**config.mk**
```make
export PLATFORM = sky130hd
export DESIGN_NAME = frame_commit_ctl
export DESIGN_NICKNAME = d
export VERILOG_FILES = /design/src/rtl/frame_commit_pkg.sv /design/src/rtl/frame_commit_dp.sv /design/src/rtl/frame_commit_ctrl.sv /design/src/rtl/frame_commit_ctl.sv
export SDC_FILE = /design/constraint.sdc
export NUM_CORES = 1
export LEC_CHECK = 0
export ABC_CLOCK_PERIOD_IN_PS = 800
export BUFFER_PORTS_ARGS = -buffer_cell sky130_fd_sc_hd__buf_2
export CAP_MARGIN = 20
export CORE_AREA = 3 3 40 42
export CTS_CLUSTER_DIAMETER = 80
export DETAILED_ROUTE_END_ITERATION = 7
export DIE_AREA = 0 0 43 45
export HOLD_SLACK_MARGIN = 0.03
export PLACE_DENSITY = 0.63
export SETUP_SLACK_MARGIN = 0.5
export SLEW_MARGIN = 20
export SYNTH_ARGS = -nofsm -noshare
export SYNTH_HDL_FRONTEND = slang
export SYNTH_SLANG_ARGS = --single-unit
```
**constraint.sdc**
```tcl
create_clock -name clk -period 0.8 [get_ports clk]
set_input_delay 0.16 -clock clk [delete_from_list [all_inputs] [get_ports clk]]
set_output_delay 0.16 -clock clk [all_outputs]
set_load 0.05 [all_outputs]
```
**src/rtl/frame_commit_pkg.sv**
```systemverilog
package frame_commit_pkg;
  // Strobes from the control half to the flush datapath
  typedef struct packed {
    logic commit;    // frame boundary: hand pending bits to subunits
    logic acceptWr;  // software flush write is honoured this cycle
  } ctlStrobe_t;
endpackage

```
**src/rtl/frame_commit_dp.sv**
```systemverilog
module frame_commit_dp
  import frame_commit_pkg::*;
#(
  parameter int NUM_UNITS = 4,
  parameter int IF_BIT    = 0
) (
  input  logic                 clk,
  input  logic                 rstN,
  input  ctlStrobe_t           strb,
  input  logic [NUM_UNITS-1:0] wrMask,
  output logic [NUM_UNITS-1:0] flushPending,
  output logic [NUM_UNITS-1:0] latchStrobe,
  output logic                 ifCommit
);
  logic [NUM_UNITS-1:0] keepBits;
  logic [NUM_UNITS-1:0] setBits;

  assign keepBits = strb.commit   ? '0 : flushPending;
  assign setBits  = strb.acceptWr ? wrMask : '0;
  assign ifCommit = strb.commit && flushPending[IF_BIT];

  always_ff @(posedge clk) begin
    if (!rstN) begin
      flushPending <= '0;
      latchStrobe  <= '0;
    end else begin
      latchStrobe  <= strb.commit ? flushPending : '0;
      flushPending <= keepBits | setBits;
    end
  end

  // strobe carries the register as it stood at the commit edge
  assert_strobe_matches_R3: assert property (@(posedge clk) disable iff (!rstN)
    strb.commit |=> latchStrobe == $past(flushPending));
  // no strobe away from a commit
  assert_strobe_quiet_R3: assert property (@(posedge clk) disable iff (!rstN)
    !strb.commit |=> latchStrobe == '0);
  // without a commit no pending bit is lost
  assert_bits_sticky_R2: assert property (@(posedge clk) disable iff (!rstN)
    !strb.commit |=> (flushPending & $past(flushPending)) == $past(flushPending));
endmodule

```
**src/rtl/frame_commit_ctrl.sv**
```systemverilog
module frame_commit_ctrl
  import frame_commit_pkg::*;
(
  input  logic       clk,
  input  logic       rstN,
  input  logic       vsync,
  input  logic       flushWrEn,
  input  logic       singleFlush,
  input  logic       isSlave,
  input  logic       enableWrEn,
  input  logic       enableWrData,
  input  logic       ifCommit,
  output ctlStrobe_t strb,
  output logic       engineEn,
  output logic       vblankIrq
);
  logic enReq;
  logic cfgDone;
  logic turnOn;
  logic turnOff;

  assign strb.commit   = vsync;
  assign strb.acceptWr = flushWrEn && !(singleFlush && isSlave);

  assign turnOn  = vsync && enReq && !engineEn && (cfgDone || ifCommit);
  assign turnOff = vsync && !enReq && engineEn;

  always_ff @(posedge clk) begin
    if (!rstN) begin
      enReq     <= 1'b0;
      cfgDone   <= 1'b0;
      engineEn  <= 1'b0;
      vblankIrq <= 1'b0;
    end else begin
      if (enableWrEn) enReq <= enableWrData;
      if (turnOff)       cfgDone <= 1'b0;
      else if (ifCommit) cfgDone <= 1'b1;
      if (turnOn)        engineEn <= 1'b1;
      else if (turnOff)  engineEn <= 1'b0;
      vblankIrq <= vsync && engineEn;
    end
  end

  // slave writes never reach the datapath in single-flush mode
  assert_slave_blocked_R5: assert property (@(posedge clk) disable iff (!rstN)
    (singleFlush && isSlave) |-> !strb.acceptWr);
  // engine state moves only on a frame boundary
  assert_en_frame_aligned_R7: assert property (@(posedge clk) disable iff (!rstN)
    !vsync |=> $stable(engineEn));
  // a turn-on needs a committed interface configuration
  assert_on_needs_cfg_R7: assert property (@(posedge clk) disable iff (!rstN)
    $rose(engineEn) |-> $past(cfgDone || ifCommit));
  // interrupt follows a vsync seen while running
  assert_irq_when_running_R8: assert property (@(posedge clk) disable iff (!rstN)
    vblankIrq |-> ($past(vsync) && $past(engineEn)));
endmodule

```
**src/rtl/frame_commit_ctl.sv**
```systemverilog
module frame_commit_ctl
  import frame_commit_pkg::*;
#(
  parameter int NUM_UNITS = 4,
  parameter int IF_BIT    = 0
) (
  input  logic                 clk,
  input  logic                 rstN,
  input  logic                 vsync,
  input  logic                 flushWrEn,
  input  logic [NUM_UNITS-1:0] flushWrMask,
  input  logic                 singleFlush,
  input  logic                 isSlave,
  input  logic                 enableWrEn,
  input  logic                 enableWrData,
  output logic [NUM_UNITS-1:0] flushPending,
  output logic [NUM_UNITS-1:0] latchStrobe,
  output logic                 engineEn,
  output logic                 vblankIrq
);
  ctlStrobe_t strb;
  logic       ifCommit;

  frame_commit_ctrl uCtrl (
    .clk(clk), .rstN(rstN), .vsync(vsync), .flushWrEn(flushWrEn),
    .singleFlush(singleFlush), .isSlave(isSlave),
    .enableWrEn(enableWrEn), .enableWrData(enableWrData),
    .ifCommit(ifCommit), .strb(strb), .engineEn(engineEn), .vblankIrq(vblankIrq)
  );

  frame_commit_dp #(.NUM_UNITS(NUM_UNITS), .IF_BIT(IF_BIT)) uDp (
    .clk(clk), .rstN(rstN), .strb(strb), .wrMask(flushWrMask),
    .flushPending(flushPending), .latchStrobe(latchStrobe), .ifCommit(ifCommit)
  );
endmodule

```
Yosys cells after proc, flatten, opt, wreduce, memory -nomap -nowiden
Index checks and enable logic that the tools add are counted.

storage, ports and cells
  flip-flop bits (word level) = 12
  bits in latches = 0
  memory bits (writable) = 0
  bits in read-only memories = 0
  logic and storage cells = 28
  memories = 0

cells by class
  $add $sub $neg = 0
  multipliers = 0
  div/mod/pow operators = 0
  $lt $le $gt $ge = 0
  eq/ne operators = 0
  shifts and indexed selects = 0
  mux-type cells = 4
  bitwise gates (word level) = 2
  reductions and logical operators = 16

operator list
  operator             count
  1-bit logical AND    9
  4-bit two-way mux    2
  4-bit bitwise OR     1
  1-bit logical NOT    3
  1-bit two-way mux    2
  2-bit AND reduction  1
  2-bit nonzero test   1
  2-bit OR reduction   1
  1-bit logical OR     1
  1-bit NOT            1

Longest topological paths before layout
  depth after elaboration = 5
  depth in mapped cells = 3
  mapped depth without buffers = 2

By module
From an unflattened synthesis, not the netlist that was laid out.

unflattened totals
  cell total of the unflattened synthesis = 41
  area total of the unflattened synthesis = 429.2 µm²

modules (own cells, without submodules)
  module             instances  cells an instance  area an instance (µm²)
  frame_commit_dp    1          25                 267.8
  frame_commit_ctrl  1          16                 161.4

Least setup slack after synthesis
Ideal clock, no wire load.

  kind = reg2reg
  start point = register uDp.flushPending[0]
  end point = register uCtrl.engineEn
  setup time = 95 ps
  arrival = 958 ps
  required time = 705 ps
  path slack = -254 ps
  stages on the path, launching flop included = 3
  buffers on the path = 0
  clock period less this slack = 1054 ps
  path through = dfxtp_1 -> o21ai_1 -> a221oi_1

on the way
  word-level cells in the longest chain between the ends = 4
  elaborated cells on any way between the ends = 5
  those cells by class = mux: 1; reduce/logical: 4

ends and longest elaborated chain
  what                                                            line                     text
  start, declared                                                 frame_commit_dp.sv:11    output logic [NUM_UNITS-1:0] flushPending,
  start signal, assigned                                          frame_commit_dp.sv:28    flushPending <= keepBits | setBits;
  1-bit logical AND (*)                                           frame_commit_dp.sv:20    assign ifCommit = strb.commit && flushPending[IF_BIT];
  1-bit logical OR (*)                                            frame_commit_ctrl.sv:25  assign turnOn = vsync && enReq && !engineEn && (cfgDone || ifCommit);
  1-bit logical AND (*)                                           frame_commit_ctrl.sv:25
  1-bit two-way mux / 2-bit nonzero test (equally long branches)  -
  end signal, assigned                                            frame_commit_ctrl.sv:32  engineEn <= 1'b0;
  end signal, assigned                                            frame_commit_ctrl.sv:38  if (turnOn) engineEn <= 1'b1;
  end signal, assigned                                            frame_commit_ctrl.sv:39  else if (turnOff) engineEn <= 1'b0;
  end, declared                                                   frame_commit_ctrl.sv:14  output logic engineEn,

Mark *: on every way between the ends. The rest lies on a longest branch, timed or not.
A chain may end at the register's enable or synchronous reset.

Final worst setup path
  start point = register uDp.flushPending[0]
  end point = output flushPending[0]

RTL lines
  what           line                    text
  end, declared  frame_commit_ctl.sv:16  output logic [NUM_UNITS-1:0] flushPending,

No word-level cell between the ends.

==> impl_metrics.prom <==
# TYPE chip_impl_metric gauge
chip_impl_info{name="status",value="finished, violations left"} 1
chip_impl_info{name="violations_in_the_final_reports",value="setup timing"} 1
chip_impl_metric{name="tritoncts_num_sinks",unit=""} 12
chip_impl_metric{name="cts.htree.levels",unit=""} 1
chip_impl_metric{name="routed_wire_length_per_instance",unit="µm"} 10.8
chip_impl_info{name="setup.worst_path.end_class",value="output pin"} 1
chip_impl_metric{name="slew_viol_final",unit=""} 0
chip_impl_metric{name="cap_violations",unit=""} 0
chip_impl_metric{name="place_worst_setup_slack",unit="ns"} -0.0294
chip_impl_metric{name="holdWs",unit="ns"} 0.127
chip_impl_metric{name="cp.arrival",unit="ns"} 0.78
chip_impl_metric{name="power.leakage",unit="nW"} 0.374
chip_impl_info{name="critical_path.slowest_cell",value="dfxtp_4"} 1
chip_impl_info{name="cts_root_buffer",value="clkbuf_4"} 1
chip_impl_metric{name="die_w",unit="µm"} 43
chip_impl_metric{name="worst_slew_pin_slew",unit="ns"} 0.229
chip_impl_metric{name="groute.usage.overall",unit="%"} 10.7
chip_impl_metric{name="cts.path.max_buffers",unit=""} 2
chip_impl_metric{name="worstPathBufferInverterCount",unit=""} 1
chip_impl_metric{name="grt_antenna_before_repair",unit=""} 0
chip_impl_info{name="timing_worst_setup_path_type",value="register to output pin"} 1
chip_impl_metric{name="timing.hold.worst_path_depth",unit=""} 2
chip_impl_metric{name="rr_worst_depth",unit=""} 3
chip_impl_info{name="critPathTopFamily",value="flip-flops"} 1
chip_impl_metric{name="layout_cell_share_with_drive_strength_beyond_1",unit="%"} 70.8
chip_impl_metric{name="achievable-frequency",unit="MHz"} 1070
chip_impl_info{name="r2r-start",value="uDp.flushPending[0]"} 1
chip_impl_metric{name="num_vias",unit=""} 380
chip_impl_metric{name="cp_data_required_time",unit="ns"} 0.64
chip_impl_metric{name="drt-initial-drc-count",unit=""} 6
chip_impl_metric{name="die_area",unit="µm²"} 1940
chip_impl_metric{name="final_nets",unit=""} 78
chip_impl_metric{name="drcViolationCount",unit=""} 0
chip_impl_metric{name="ios",unit=""} 22
chip_impl_metric{name="clock_insertion_delay_worst_skew",unit="ns"} 0.26
chip_impl_info{name="start_kind",value="register"} 1
chip_impl_metric{name="route.final.wire_length",unit="µm"} 860
chip_impl_metric{name="grt_start_max_net_pins",unit=""} 11
chip_impl_metric{name="drt_first_pass_iters",unit=""} 2
chip_impl_metric{name="ys_types",unit=""} 15
chip_impl_metric{name="rows",unit=""} 13
chip_impl_metric{name="post_drt_via_cell_ratio",unit=""} 4.75
chip_impl_metric{name="power_per_unit_of_standard_cell_area",unit="nW/µm²"} 1580
chip_impl_info{name="min-delay-path-class",value="input port to register"} 1
chip_impl_metric{name="final-setup-viol-count",unit=""} 16
chip_impl_metric{name="number_of_global_route_vias_before_repair",unit=""} 354
chip_impl_metric{name="reg2reg_slack",unit="ns"} -0.04
chip_impl_metric{name="max-slew-margin-rel",unit="%"} 84.6
chip_impl_metric{name="seq_area_frac_synth",unit="%"} 56.1
chip_impl_metric{name="antenna-diode-count",unit=""} 0
chip_impl_metric{name="critPathMaxFanout",unit=""} 4
chip_impl_metric{name="layout.core_utilization",unit="%"} 58.7
chip_impl_metric{name="initial_utilization",unit="%"} 33.3
chip_impl_metric{name="port_buffers",unit=""} 21
chip_impl_info{name="holdCritStartpoint",value="flushWrMask[1]"} 1
chip_impl_metric{name="final_critical_path_setup_slack",unit="ns"} -0.137
chip_impl_metric{name="max-vdd-ir-drop",unit="mV"} 0.899
chip_impl_metric{name="finClkSkew",unit="ns"} 0.000582
chip_impl_metric{name="syn_area",unit="µm²"} 428
chip_impl_metric{name="synth-warning-count",unit=""} 0
chip_impl_info{name="worst_r2r_endpoint",value="uCtrl.engineEn"} 1
chip_impl_metric{name="syn_avg_cell_area",unit="µm²"} 11.6
chip_impl_metric{name="detailedPlacementHpwl",unit="µm"} 652
chip_impl_metric{name="nets_in_the_synthesized_netlist",unit=""} 49
chip_impl_metric{name="globalRouteOverflowTotal",unit=""} 0
chip_impl_metric{name="gpl.final_weighted_congestion",unit=""} 0.713
chip_impl_metric{name="chipHeight",unit="µm"} 45
chip_impl_metric{name="post-route-period-util",unit="%"} 117
chip_impl_metric{name="netlist_instances",unit=""} 37
chip_impl_info{name="hold_path_end",value="uDp.flushPending[1]"} 1
chip_impl_metric{name="grt_pass1_wl",unit="µm"} 1490
chip_impl_metric{name="area_growth",unit="%"} 76.3
chip_impl_metric{name="ant_nets",unit=""} 0
chip_impl_info{name="cp_cell_sequence",value="buf_8"} 1
chip_impl_metric{name="yosys_register_bits",unit=""} 12
chip_impl_metric{name="tritoncts.num_buffers",unit=""} 3
chip_impl_metric{name="hold_viol_final",unit=""} 0
chip_impl_info{name="grt_setup_unrepaired",value="true"} 1
chip_impl_metric{name="final_critical_delay_including_setup_and_external_delays",unit="ns"} 0.937
chip_impl_metric{name="worst_path_largest_cell_delay",unit="ns"} 0.37
chip_impl_metric{name="worst_setup_hold_path_clk_slew",unit="ns"} 0.07
chip_impl_metric{name="core_area",unit="µm²"} 1280
chip_impl_info{name="cts_tree",value="built"} 1
synthesized netlist by cell type:
| cell type | number | area, µm² |
|---|---|---|
| o21ai_1 | 1 | 5.00 |
| dfxtp_1 | 12 | 240 |
| inv_2 | 1 | 3.75 |
| a41o_1 | 4 | 40.0 |
| nor2_1 | 1 | 3.75 |
| a221oi_1 | 1 | 8.76 |
| a21oi_1 | 1 | 5.00 |
| mux2i_1 | 1 | 10.0 |
| and3b_1 | 4 | 35.0 |
| buf_6 | 1 | 11.3 |
| inv_1 | 2 | 7.51 |
| buf_4 | 1 | 7.51 |
| nand2_1 | 1 | 3.75 |
| and3_2 | 5 | 37.5 |
| a311oi_1 | 1 | 8.76 |
layout by cell type, fill, tap and decap left out:
cell type	n
buf_2	11
buf_8	10
dfxtp_4	10
and3b_1	4
a41o_1	4
and3_4	4
buf_4	4
clkbuf_4	3
inv_1	2
nand2_1	1
and3_2	1
inv_2	1
a21oi_1	1
a311oi_1	1
mux2i_1	1
nor2_1	1
o21ai_1	1
a221oi_1	1
clkinv_1	1
buf_6	1
dfxtp_1	1
dfxtp_2	1
worst max path at each step:
stage | from | to | slack, ns | cells after the start
2_1_floorplan | uDp.flushPending[0] | uDp.flushPending[0] | -0.06 | 2
3_3_place_gp | vsync | uDp.flushPending[0] | -0.02 | 3
3_5_place_dp | vsync | uDp.flushPending[3] | -0.03 | 3
4_1_cts | uDp.flushPending[0] | flushPending[0] | -0.15 | 1
5_1_grt | uDp.flushPending[0] | flushPending[0] | -0.18 | 1
6_report | uDp.flushPending[0] | flushPending[0] | -0.14 | 1
power breakdown:
group	switching [mW]	internal, mW	total (mW)
registers	0.0191	0.598	0.617
logic	0.107	0.102	0.209
clock network	0.186	0.180	0.366
total	0.312	0.880	1.19
logic make-up after synthesis:
| logic type | count (synthesis) | share of synthesized area, % |
|---|---|---|
| buffers and inverters | 5 | 7.02 |
| DFF | 12 | 56.1 |
| muxes | 1 | 2.34 |
| and+or+nand+nor | 11 | 18.7 |
| AOI/OAI and AO/OA | 8 | 15.8 |
layer usage:
metal  vias up  share of wire [%]  GRT usage (%)
met4         0                  0           3.61
met1       176                 40           13.0
met2        12                 51           15.3
met5         -                  0              0
li1        192                  -              -
met3         0                8.5           7.17
stage by stage:
step	power, mW	cell area (µm²)	setup TNS, ns	std cells
finish	1.19	754	-1.32	80
global route	1.28	754	-1.98	80
CTS	1.21	754	-1.44	80
detailed placement	0.794	608	-0.100	74
global placement	0.793	608	-0.0470	74
floorplan	0.736	480	-0.225	37
sequential cells by signal, indices dropped and copies added, names as in the netlist:
register and cells:
uCtrl.cfgDone 1, uCtrl.enReq 1, uCtrl.engineEn 1, uCtrl.vblankIrq 1
uDp.flushPending 4, uDp.latchStrobe 4
cell type report:
| cell class | count | area, µm² |
|---|---|---|
| Inverter | 3 | 11.3 |
| Clock buffer | 3 | 22.5 |
| Multi-Input combinational cell | 20 | 173 |
| Tap cell | 15 | 18.8 |
| Clock inverter | 1 | 3.75 |
| Sequential cell | 12 | 279 |
| Fill cell | 114 | 531 |
| Timing Repair Buffer | 26 | 246 |
what timing repair did:
item,in CTS,in global routing
setup buffers,2,0
endpoints found under the setup margin,22,22
resized for setup,32,0
hold buffers,0,0
Note: power is estimated with default switching activity, not from simulation.
